File: src/rtl/memDepPkg.sv
package memDepPkg;
  parameter int NUM_ENTRIES  = 16;
  parameter int NUM_THREADS  = 2;
  parameter int SEQ_W        = 8;
  parameter int REPLAY_DEPTH = 16;

  localparam int TAG_W = $clog2(NUM_ENTRIES);
  localparam int TID_W = (NUM_THREADS > 1) ? $clog2(NUM_THREADS) : 1;
  localparam int RQ_W  = $clog2(REPLAY_DEPTH);
  localparam int CNT_W = RQ_W + 1;

  typedef enum logic [1:0] {
    KIND_LOAD  = 2'd0,
    KIND_STORE = 2'd1,
    KIND_WBAR  = 2'd2,
    KIND_FBAR  = 2'd3
  } opKindT;

  // strobes from control to the entry table
  typedef struct packed {
    logic             clrPend;
    logic [TAG_W-1:0] clrTag;
  } ctrlStrobeT;

  // a is younger than b under modulo comparison
  function automatic logic seqYounger(input logic [SEQ_W-1:0] a,
                                      input logic [SEQ_W-1:0] b);
    logic [SEQ_W-1:0] d;
    d = a - b;
    return (d != '0) && !d[SEQ_W-1];
  endfunction
endpackage

File: src/rtl/memDepTable.sv
module memDepTable import memDepPkg::*; (
  input  logic                   clk,
  input  logic                   rstN,
  input  logic                   allocValid,
  input  logic [TAG_W-1:0]       allocTag,
  input  logic [SEQ_W-1:0]       allocSeq,
  input  logic [TID_W-1:0]       allocTid,
  input  logic [1:0]             allocKind,
  input  logic                   allocDepValid,
  input  logic [TAG_W-1:0]       allocDepTag,
  input  logic                   regsValid,
  input  logic [TAG_W-1:0]       regsTag,
  input  logic                   nonSpecValid,
  input  logic [TAG_W-1:0]       nonSpecTag,
  input  logic                   completeValid,
  input  logic [TAG_W-1:0]       completeTag,
  input  logic                   squashValid,
  input  logic [TID_W-1:0]       squashTid,
  input  logic [SEQ_W-1:0]       squashSeq,
  input  ctrlStrobeT             strobe,
  output logic [NUM_ENTRIES-1:0] entryValid,
  output logic [NUM_ENTRIES-1:0] readyPend,
  output logic [NUM_ENTRIES-1:0] regsRdy,
  output logic [NUM_ENTRIES-1:0] memOk,
  output logic [NUM_ENTRIES-1:0] freeMask,
  output logic [NUM_ENTRIES-1:0] squashMask,
  output logic                   loadBarPend,
  output logic [SEQ_W-1:0]       loadBarSeq,
  output logic                   storeBarPend,
  output logic [SEQ_W-1:0]       storeBarSeq
);
  logic [SEQ_W-1:0]       entrySeq  [NUM_ENTRIES];
  logic [TID_W-1:0]       entryTid  [NUM_ENTRIES];
  opKindT                 entryKind [NUM_ENTRIES];
  logic [NUM_ENTRIES-1:0] depList   [NUM_ENTRIES];

  logic [NUM_ENTRIES-1:0] validNext, regsNext, memNext, pendNext;
  logic [NUM_ENTRIES-1:0] depNext [NUM_ENTRIES];
  logic [NUM_ENTRIES-1:0] wakeMask;
  logic                   compLive;
  opKindT                 compKind;
  logic [SEQ_W-1:0]       compSeq;

  assign compLive = completeValid && entryValid[completeTag];
  assign compKind = entryKind[completeTag];
  assign compSeq  = entrySeq[completeTag];
  assign wakeMask = (compLive && compKind != KIND_LOAD) ? depList[completeTag] : '0;

  always_comb begin
    for (int i = 0; i < NUM_ENTRIES; i++) begin
      squashMask[i] = squashValid && entryValid[i] && (entryTid[i] == squashTid)
                      && seqYounger(entrySeq[i], squashSeq);
      freeMask[i]   = squashMask[i] || (compLive && completeTag == TAG_W'(i));
    end
  end

  always_comb begin
    validNext = entryValid;
    regsNext  = regsRdy;
    memNext   = memOk;
    pendNext  = readyPend;
    for (int i = 0; i < NUM_ENTRIES; i++) begin
      logic nR, nM;
      nR = regsRdy[i] | (regsValid && regsTag == TAG_W'(i));
      nM = memOk[i] | wakeMask[i];
      regsNext[i] = nR;
      memNext[i]  = nM;
      depNext[i]  = depList[i] & ~freeMask;
      if (strobe.clrPend && strobe.clrTag == TAG_W'(i)) pendNext[i] = 1'b0;
      if (nR && nM && !(regsRdy[i] && memOk[i])) pendNext[i] = 1'b1;
      if (nonSpecValid && nonSpecTag == TAG_W'(i)) pendNext[i] = 1'b1;
      if (!entryValid[i] || freeMask[i]) begin
        validNext[i] = 1'b0;
        regsNext[i]  = 1'b0;
        memNext[i]   = 1'b0;
        pendNext[i]  = 1'b0;
        depNext[i]   = '0;
      end
    end
    if (allocValid) begin
      validNext[allocTag] = 1'b1;
      regsNext[allocTag]  = 1'b0;
      memNext[allocTag]   = !allocDepValid;
      pendNext[allocTag]  = 1'b0;
      depNext[allocTag]   = '0;
      for (int p = 0; p < NUM_ENTRIES; p++) depNext[p][allocTag] = 1'b0;
      if (allocDepValid) depNext[allocDepTag][allocTag] = 1'b1;
    end
  end

  always_ff @(posedge clk or negedge rstN) begin
    if (!rstN) begin
      entryValid <= '0;
      regsRdy    <= '0;
      memOk      <= '0;
      readyPend  <= '0;
      for (int i = 0; i < NUM_ENTRIES; i++) begin
        depList[i]   <= '0;
        entrySeq[i]  <= '0;
        entryTid[i]  <= '0;
        entryKind[i] <= KIND_LOAD;
      end
    end else begin
      entryValid <= validNext;
      regsRdy    <= regsNext;
      memOk      <= memNext;
      readyPend  <= pendNext;
      for (int i = 0; i < NUM_ENTRIES; i++) depList[i] <= depNext[i];
      if (allocValid) begin
        entrySeq[allocTag]  <= allocSeq;
        entryTid[allocTag]  <= allocTid;
        entryKind[allocTag] <= opKindT'(allocKind);
      end
    end
  end

  always_ff @(posedge clk or negedge rstN) begin
    if (!rstN) begin
      loadBarPend  <= 1'b0;
      storeBarPend <= 1'b0;
      loadBarSeq   <= '0;
      storeBarSeq  <= '0;
    end else begin
      if (compLive && compKind == KIND_FBAR) begin
        if (loadBarPend && loadBarSeq == compSeq) loadBarPend <= 1'b0;
        if (storeBarPend && storeBarSeq == compSeq) storeBarPend <= 1'b0;
      end else if (compLive && compKind == KIND_WBAR) begin
        if (storeBarPend && storeBarSeq == compSeq) storeBarPend <= 1'b0;
      end
      if (allocValid && (allocKind == KIND_WBAR || allocKind == KIND_FBAR)) begin
        storeBarPend <= 1'b1;
        storeBarSeq  <= allocSeq;
      end
      if (allocValid && allocKind == KIND_FBAR) begin
        loadBarPend <= 1'b1;
        loadBarSeq  <= allocSeq;
      end
    end
  end
endmodule

File: src/rtl/memDepIssueCtrl.sv
module memDepIssueCtrl import memDepPkg::*; (
  input  logic                   clk,
  input  logic                   rstN,
  input  logic                   reschedValid,
  input  logic [TAG_W-1:0]       reschedTag,
  input  logic                   replayStart,
  input  logic [NUM_ENTRIES-1:0] readyPend,
  input  logic [NUM_ENTRIES-1:0] entryValid,
  input  logic [NUM_ENTRIES-1:0] freeMask,
  input  logic [NUM_ENTRIES-1:0] squashMask,
  output ctrlStrobeT             strobe,
  output logic                   readyValid,
  output logic [TAG_W-1:0]       readyTag,
  output logic                   replayBusy,
  output logic [CNT_W-1:0]       replayCount
);
  logic [TAG_W-1:0] slotTag  [REPLAY_DEPTH];
  logic             slotLive [REPLAY_DEPTH];
  logic [RQ_W-1:0]  headPtr, tailPtr;
  logic             draining;

  logic             popNow, pushNow, headOk;
  logic [TAG_W-1:0] headTag;
  logic             pickValid;
  logic [TAG_W-1:0] pickTag;
  logic             emitValid;
  logic [TAG_W-1:0] emitTag;
  logic [CNT_W-1:0] countNext;

  assign popNow  = (draining || replayStart) && replayCount != '0;
  assign pushNow = reschedValid && (replayCount != CNT_W'(REPLAY_DEPTH) || popNow);
  assign headTag = slotTag[headPtr];
  assign headOk  = slotLive[headPtr] && entryValid[headTag] && !freeMask[headTag];
  assign countNext = replayCount + CNT_W'(pushNow) - CNT_W'(popNow);

  // lowest index wins
  always_comb begin
    pickValid = 1'b0;
    pickTag   = '0;
    for (int i = NUM_ENTRIES - 1; i >= 0; i--) begin
      if (readyPend[i] && !freeMask[i]) begin
        pickValid = 1'b1;
        pickTag   = TAG_W'(i);
      end
    end
  end

  always_comb begin
    if (popNow) begin
      emitValid = headOk;
      emitTag   = headTag;
    end else begin
      emitValid = pickValid;
      emitTag   = pickTag;
    end
    strobe.clrPend = emitValid;
    strobe.clrTag  = emitTag;
  end

  always_ff @(posedge clk or negedge rstN) begin
    if (!rstN) begin
      readyValid  <= 1'b0;
      readyTag    <= '0;
      draining    <= 1'b0;
      headPtr     <= '0;
      tailPtr     <= '0;
      replayCount <= '0;
      for (int k = 0; k < REPLAY_DEPTH; k++) begin
        slotTag[k]  <= '0;
        slotLive[k] <= 1'b0;
      end
    end else begin
      readyValid <= emitValid;
      readyTag   <= emitTag;
      for (int k = 0; k < REPLAY_DEPTH; k++)
        if (squashMask[slotTag[k]]) slotLive[k] <= 1'b0;
      if (pushNow) begin
        slotTag[tailPtr]  <= reschedTag;
        slotLive[tailPtr] <= 1'b1;
        tailPtr <= tailPtr + 1'b1;
      end
      if (popNow) headPtr <= headPtr + 1'b1;
      replayCount <= countNext;
      draining    <= (draining || replayStart) && countNext != '0;
    end
  end

  assign replayBusy = draining;
endmodule

File: src/rtl/memDepScoreboard.sv
module memDepScoreboard import memDepPkg::*; (
  input  logic             clk,
  input  logic             rstN,
  input  logic             allocValid,
  input  logic [TAG_W-1:0] allocTag,
  input  logic [SEQ_W-1:0] allocSeq,
  input  logic [TID_W-1:0] allocTid,
  input  logic [1:0]       allocKind,
  input  logic             allocDepValid,
  input  logic [TAG_W-1:0] allocDepTag,
  input  logic             regsValid,
  input  logic [TAG_W-1:0] regsTag,
  input  logic             nonSpecValid,
  input  logic [TAG_W-1:0] nonSpecTag,
  input  logic             completeValid,
  input  logic [TAG_W-1:0] completeTag,
  input  logic             squashValid,
  input  logic [TID_W-1:0] squashTid,
  input  logic [SEQ_W-1:0] squashSeq,
  input  logic             reschedValid,
  input  logic [TAG_W-1:0] reschedTag,
  input  logic             replayStart,
  output logic             readyValid,
  output logic [TAG_W-1:0] readyTag,
  output logic             replayBusy,
  output logic             loadBarPend,
  output logic [SEQ_W-1:0] loadBarSeq,
  output logic             storeBarPend,
  output logic [SEQ_W-1:0] storeBarSeq
);
  ctrlStrobeT             strobe;
  logic [NUM_ENTRIES-1:0] entryValid, readyPend, regsRdyVec, memOkVec;
  logic [NUM_ENTRIES-1:0] freeMask, squashMask;
  logic [CNT_W-1:0]       replayCount;

  memDepTable uTable (
    .clk, .rstN,
    .allocValid, .allocTag, .allocSeq, .allocTid, .allocKind,
    .allocDepValid, .allocDepTag,
    .regsValid, .regsTag, .nonSpecValid, .nonSpecTag,
    .completeValid, .completeTag,
    .squashValid, .squashTid, .squashSeq,
    .strobe,
    .entryValid, .readyPend,
    .regsRdy(regsRdyVec), .memOk(memOkVec),
    .freeMask, .squashMask,
    .loadBarPend, .loadBarSeq, .storeBarPend, .storeBarSeq
  );

  memDepIssueCtrl uCtrl (
    .clk, .rstN,
    .reschedValid, .reschedTag, .replayStart,
    .readyPend, .entryValid, .freeMask, .squashMask,
    .strobe,
    .readyValid, .readyTag, .replayBusy, .replayCount
  );
endmodule

File: config.mk
export PLATFORM = sky130hd
export DESIGN_NAME = memDepScoreboard
export DESIGN_NICKNAME = d
export VERILOG_FILES = /design/src/rtl/memDepPkg.sv /design/src/rtl/memDepTable.sv /design/src/rtl/memDepIssueCtrl.sv /design/src/rtl/memDepScoreboard.sv
export SDC_FILE = /design/constraint.sdc
export NUM_CORES = 2
export LEC_CHECK = 0
export ABC_AREA = 0
export CORE_AREA = 2 2 262 264
export DETAILED_ROUTE_END_ITERATION = 10
export DIE_AREA = 0 0 264 266
export PLACE_DENSITY = 0.68
export SLEW_MARGIN = 20
export SYNTH_ARGS = -nofsm -noshare
export SYNTH_HDL_FRONTEND = slang
export SYNTH_SLANG_ARGS = --single-unit
File: constraint.sdc
create_clock -name clk -period 4 [get_ports clk]
set_input_delay 0.4 -clock clk [delete_from_list [all_inputs] [get_ports clk]]
set_output_delay 0.4 -clock clk [all_outputs]
set_load 0.005 [all_outputs]
**Word level (Yosys, flattened, before mapping)**

Cells that the tools add are included.

- Bits in registers: 613
- Logic and storage cells: 923
- Output and inout port bits: 24
- Input port bits: 54

- Order comparisons: 28
- Bitwise logic cells: 78
- Equal/unequal tests: 83
- Add/sub/neg operators: 20
- Reduce and logical (&&, ||, !) cells: 337
- Mux-type cells: 267

Operators with widths:

| cell | number |
|---|---|
| $and 16x16->16 | 34 |
| $mux 256 | 2 |
| $mux 16 | 26 |
| $and 256x256->256 | 1 |
| $not 256->256 | 1 |
| $or 256x256->256 | 1 |
| $logic_and 1x1->1 | 209 |
| $mux 1 | 176 |
| $bwmux 128 | 1 |
| $demux 16 s4 | 2 |
| $eq 4x4->1 const B | 32 |
| $reduce_bool 8->1 | 16 |
| $sub 8x8->8 | 16 |
| $lt 4x5->1 const B | 19 |
| $bmux 1 s4 | 20 |
| $mux 4 | 20 |
| $logic_not 1->1 | 66 |
| $bmux 16 s4 | 1 |
| $bwmux 64 | 1 |
| $eq 4x3->1 const B | 16 |
| $logic_or 1x1->1 | 35 |
| $bmux 8 s4 | 1 |
| $bwmux 16 | 2 |
| $bwmux 32 | 1 |
| 29 further kinds | 114 |

**Depth between registers and ports, before layout**

- Word-level depth: 32
- Mapped depth: 17
- Depth with buffers taken out: 17

**Hierarchy**

A second synthesis with hierarchy kept.

- Cells, all modules: 3386
- Area, all modules: 36996.7 um^2

By module, submodules not included:

| module | cells each | area each (um^2) | times used | sequential area each (um^2) |
|---|---|---|---|---|
| memDepTable | 2857 | 29902.4 | 1 | 12862.3 |
| memDepIssueCtrl | 529 | 7094.3 | 1 | 2477.4 |

**Worst setup path before layout**

No wires, ideal clock.

- Path kind: input to register
- From: input squashSeq[3]
- To: register uTable.readyPend[10]
- Arrival time: 3.746 ns
- Buffers on the path: 1
- Setup time: 0.131 ns
- Data required time: 3.869 ns
- Cell stages on the path: 14
- Path slack: 0.123 ns
- Cell sequence: inv_1 > ha_1 > and2_4 > a221o_2 > or4_1 > a2111oi_0 > nand2b_1 > buf_6 > a32o_1 > a221oi_4 > a31oi_1 > inv_1 > nor3_4 > a21oi_1

RTL lines:

| what | line | RTL |
|---|---|---|
| start, declared | memDepScoreboard.sv:19 | `input logic [SEQ_W-1:0] squashSeq,` |
| end signal, assigned | memDepTable.sv:107 | `readyPend <= pendNext;` |
| end, declared | memDepTable.sv:22 | `output logic [NUM_ENTRIES-1:0] readyPend,` |

**Worst setup path in the final report**

- From: register uTable.entrySeq[123] (netlist name)
- To: register uTable.readyPend[9]

- Longest elaborated chain between the ends: 17
- Elaborated cells on any way between the ends: 24
- Those cells by class: add/sub (1); eq/ne (1); mux (11); bitwise (1); reduce/logical (10)

Ends and longest elaborated chain:

| what | line | RTL |
|---|---|---|
| start, declared | memDepTable.sv:32 | `logic [SEQ_W-1:0] entrySeq [NUM_ENTRIES];` |
| start signal, assigned by index | memDepTable.sv:110 | `entrySeq[allocTag] <= allocSeq;` |
| $sub 8x8->8 * | memDepPkg.sv:29 | `d = a - b;` |
| $reduce_bool 8->1 / $logic_not 1->1 (equally long branches) | memDepPkg.sv:30 | `return (d != '0) && !d[SEQ_W-1];` |
| $logic_and 1x1->1 * | memDepPkg.sv:30 |  |
| $logic_and 1x1->1 * | memDepTable.sv:52 | `&& seqYounger(entrySeq[i], squashSeq);` |
| $logic_or 1x1->1 * | memDepTable.sv:53 | `freeMask[i] = squashMask[i] \|\| (compLive && completeTag == TAG_W'(i));` |
| $bmux 1 s4 / $logic_not 1->1 (equally long branches) | memDepIssueCtrl.sv:33, memDepIssueCtrl.sv:41 |  |
| $mux 1 (implied by the code) / $logic_and 1x1->1 (equally long branches) | memDepIssueCtrl.sv:33, memDepIssueCtrl.sv:41 |  |
| $logic_not 1->1 / $mux 4 (equally long branches) | memDepIssueCtrl.sv:33, memDepIssueCtrl.sv:41 |  |
| (+2 left out) | -- |  |
| $logic_and 1x1->1 * | memDepTable.sv:69 | `if (strobe.clrPend && strobe.clrTag == TAG_W'(i)) pendNext[i] = 1'b0;` |
| $mux 1 * | memDepTable.sv:69 |  |
| $mux 1 * | memDepTable.sv:70 | `if (nR && nM && !(regsRdy[i] && memOk[i])) pendNext[i] = 1'b1;` |
| $mux 1 * | memDepTable.sv:71 | `if (nonSpecValid && nonSpecTag == TAG_W'(i)) pendNext[i] = 1'b1;` |
| $mux 1 * | memDepTable.sv:72 | `if (!entryValid[i] \|\| freeMask[i]) begin` |
| $and 16x16->16 (no source line) | -- |  |
| $mux 16 * | memDepTable.sv:80 | `if (allocValid) begin` |
| named net uTable.pendNext[9] | memDepTable.sv:37 | `logic [NUM_ENTRIES-1:0] validNext, regsNext, memNext, pendNext;` |

The timed path passes the listed nets; every way through them passes the cells marked *. The select of a mux whose other input is x is not followed.
A chain may end at the register's enable or synchronous reset.

==> run summary <==
Status - complete, no violations
Final hold slack - 0.406 ns
Vias per cell - 6.97
CP max FO - 5
Reg clk slew, reported paths - 0.06 ns
Sequential fraction of the synthesis area - 41.8%
Pin count of the biggest net entering global routing - 103
DIE WIDTH - 264 um
Starting Density - 54.1%
Kind of end point of the critical path - flip-flop
Ports placed on the boundary - 78
Slew headroom - 21.1%
Cell at the root of the clock tree - sky130_fd_sc_hd__clkbuf_16
Clock net sink count - 613
Number of detailed-route iterations in the first pass - 8
Number of DRC violations after detailed-routing iteration 0 - 4010
Setup repair after global routing missed its margin - true
Endpoint arrival time on the critical path - 4.42 ns
Switching power total - 10.0 mW
Netlist area before placement - 0.0367 mm2
FF+latch count, synth - 613
Type of the setup path with the least slack - reg -> reg
Fin Setup TNS - 0 ns
Clock latency reported for the late side of the worst-skew pair - 0.64 ns
Total wire length after detailed routing - 136 mm
CTS buffer count - 72
Cell count of the worst reg-to-reg path - 12
Power Density - 603 mW/mm2
Final Cycle Share - 97.4%
Initial antenna violation count - 3
Required time of the worst setup path - 4.53 ns
Vias - 32300
Clock tree buffer depth - 3
Clock group share of total power - 26.1%
Highest attainable clock frequency - 257 MHz
Internal reg-to-reg setup slack - 0.10 ns
Transition time at the pin with the least slew margin - 1.18 ns
Number of routed nets with antenna violations - 0
Routing usage on met1 - 51.4%
Synthesis-to-layout area growth - 18.3%
Number of distinct library cells after synthesis - 92
Most used DFF post-synth - sky130_fd_sc_hd__dfrtp_1
Met2 Usage GRT - 59.3%
HP Class - in -> async
Switching share of power - 38.4%
Clock tree from TritonCTS - done
Critical R2R Capture - uTable.readyPend[9]
Gr busiest metal - met2
Port-buffer cells - 77
Internal power contribution - 16.1 mW
Die area - 0.0702 mm2
Number of synthesized flops with an enable pin - 0
Final Wtd Congestion - 0.994
Overflow after GRT - 0
Number of nets in the final layout - 3889
Most common library cell in the layout ignoring fill and taps - sky130_fd_sc_hd__dfrtp_1
Combinational cell fraction of total power - 40.9%
Fraction of layout instances using a drive strength above 1 - 25.4%
Share of total power in sequential cells - 33.0%
Max Clock Skew - 0.0408 ns
Synthesized area per cell - 10.7 um2
P_leak - 18.9 nW
Maximum Capacitance Violations - 0
Final count of hold timing violations - 0
Residual DRC count - 0
Die H - 266 um
Post-DR wirelength/cell - 29.4 um
Reg2Reg Launch Point - uTable.entrySeq[123]
First-pass GRT wire length - 204 mm
Synth Warn # - 0
Met3 Usage GRT - 10.9%
Startpoint type of the worst setup path - flip-flop
Asr flop ratio synth - 100%
GR Util All Layers - 38.9%
Gate count of the mapped netlist - 3420
Final critical path time including I/O delays and setup - 3.90 ns
Number of global-route vias before repair - 32100
Core region area - 0.0677 mm2
Final HPWL from detailed placement - 96.6 mm
H-tree depth - 3
Commonest cells after routing, fill and taps aside - sky130_fd_sc_hd__dfrtp_1, sky130_fd_sc_hd__nand2_1, sky130_fd_sc_hd__buf_4, sky130_fd_sc_hd__o21ai_0, sky130_fd_sc_hd__nand3_1
Max VDD drop - 341 uV
Final setup violation count - 0
Count of standard-cell rows - 96
Net Count, Synth - 3614
Count of pins over their slew limit - 0
==> cell families after synthesis <==
kind of cell               after synthesis  synth area share, %
AOI/OAI and AO/OA                      726                 12.8
xor gates and xnor gates                88                 2.10
adders and majority gates              140                 5.13
buffers and inverters                  339                 3.56
DFF                                    613                 41.8
muxes                                  437                 20.7
and+or+nand+nor                       1077                 13.8
==> per-stage QoR <==
step	setup WS [ns]	power, mW	utilization, %	instance area [um2]	instances
finish	0.104	26.2	64.0	43400	4636
global route	-0.00859	27.1	64.0	43400	4634
CTS	0.00516	25.8	63.8	43200	4632
detailed placement	-0.598	18.9	60.2	40700	4501
global placement	-0.475	18.6	60.2	40700	4501
floorplan	0.123	14.4	-	36700	3420
==> synthesized netlist by cell type, drive strengths merged, types with 15 or more instances <==
| library cell | n | share of area [%] |
|---|---|---|
| dfrtp | 613 | 42 |
| xor2 | 34 | 0.81 |
| mux4 | 239 | 15 |
| nor3 | 44 | 0.69 |
| o21ai | 308 | 4.2 |
| mux2 | 169 | 5.2 |
| mux2i | 29 | 0.79 |
| a22o | 15 | 0.37 |
| o32ai | 44 | 1.1 |
| nor2b | 38 | 0.65 |
| or3 | 18 | 0.31 |
| nand3 | 268 | 3.7 |
| nor2 | 115 | 1.2 |
| o22ai | 36 | 0.61 |
| xnor2 | 54 | 1.3 |
| ha | 123 | 4.2 |
| buf | 45 | 0.54 |
| a21oi | 94 | 1.3 |
| fa | 17 | 0.93 |
| a21o | 42 | 0.86 |
| nand2 | 441 | 4.5 |
| o21a | 17 | 0.35 |
| and3 | 37 | 0.63 |
| o211ai | 22 | 0.45 |
| and2 | 20 | 0.35 |
| a31oi | 16 | 0.31 |
| nand4 | 19 | 0.32 |
| inv | 98 | 1.0 |
| nand2b | 29 | 0.49 |
| clkbuf | 195 | 2.0 |
==> what timing repair did <==
item / in CTS / in global routing
endpoints found under the hold margin: 87 / 0
gates resized for setup: 1 / 29
pin swaps: 1 / 6
endpoints found under the setup margin: 4 / 21
hold buffers: 1 / 0
setup buffers: 0 / 1
==> critical path: stages, from the launching register on <==
cell and delay [ns]:
sky130_fd_sc_hd__dfrtp_1 0.42, sky130_fd_sc_hd__ha_1 0.34, sky130_fd_sc_hd__and2_4 0.18, sky130_fd_sc_hd__a221o_2 0.39, sky130_fd_sc_hd__or4_1 0.53, sky130_fd_sc_hd__a31oi_1 0.29
sky130_fd_sc_hd__nand2b_4 0.15, sky130_fd_sc_hd__a32o_1 0.32, sky130_fd_sc_hd__a221oi_4 0.27, sky130_fd_sc_hd__a41oi_1 0.21, sky130_fd_sc_hd__a31oi_4 0.35, sky130_fd_sc_hd__nor3_4 0.10
sky130_fd_sc_hd__a221oi_2 0.25
==> power groups by stage <==
| stage | Combinational [mW] | Sequential, mW | Clock, mW |
|---|---|---|---|
| 2_1_floorplan | 6.45 | 7.91 | 0 |
| 3_3_place_gp | 10.0 | 8.60 | 0 |
| 3_5_place_dp | 10.3 | 8.65 | 0 |
| 6_report | 10.7 | 8.63 | 6.84 |
| 5_1_grt | 11.2 | 8.72 | 7.15 |
| 4_1_cts | 10.3 | 8.56 | 6.89 |
==> flip-flops by register name, indices dropped and copies added (netlist names), 32 cells and up <==
register	count
uTable.depList	256
uTable.entrySeq	128
uCtrl.slotTag	64
uTable.entryKind	32
==> worst max-delay path by stage <==
stage                                end  cells past startpoint                  from  slack, ns
floorplan           uTable.readyPend[10]                     14          squashSeq[3]       0.12
global placement     uTable.readyPend[8]                     16          squashSeq[0]      -0.48
detailed placement  uTable.readyPend[10]                     18          squashSeq[0]      -0.60
CTS                 uTable.readyPend[14]                     14   uTable.entrySeq[48]      0.005
global route        uTable.readyPend[10]                     19          squashSeq[0]     -0.009
finish               uTable.readyPend[9]                     12  uTable.entrySeq[123]       0.10
==> routing by layer <==
metal  part of all wire [%]  wire length (um)
met3                     12             16100
met5                 0.0095                13
met1                     38             51400
met2                     44             60500
met4                    6.2              8400
==> cell type report <==
cell class	count	area, um2
Clock inverter	30	339
Multi-Input combinational cell	2468	20200
Tap cell	882	1100
Clock buffer	100	2110
Antenna cell	3	7.51
Sequential cell	613	15300
Fill cell	5256	24400
Inverter	99	372
Timing Repair Buffer	441	3910
(Power assumes the default switching activity.)
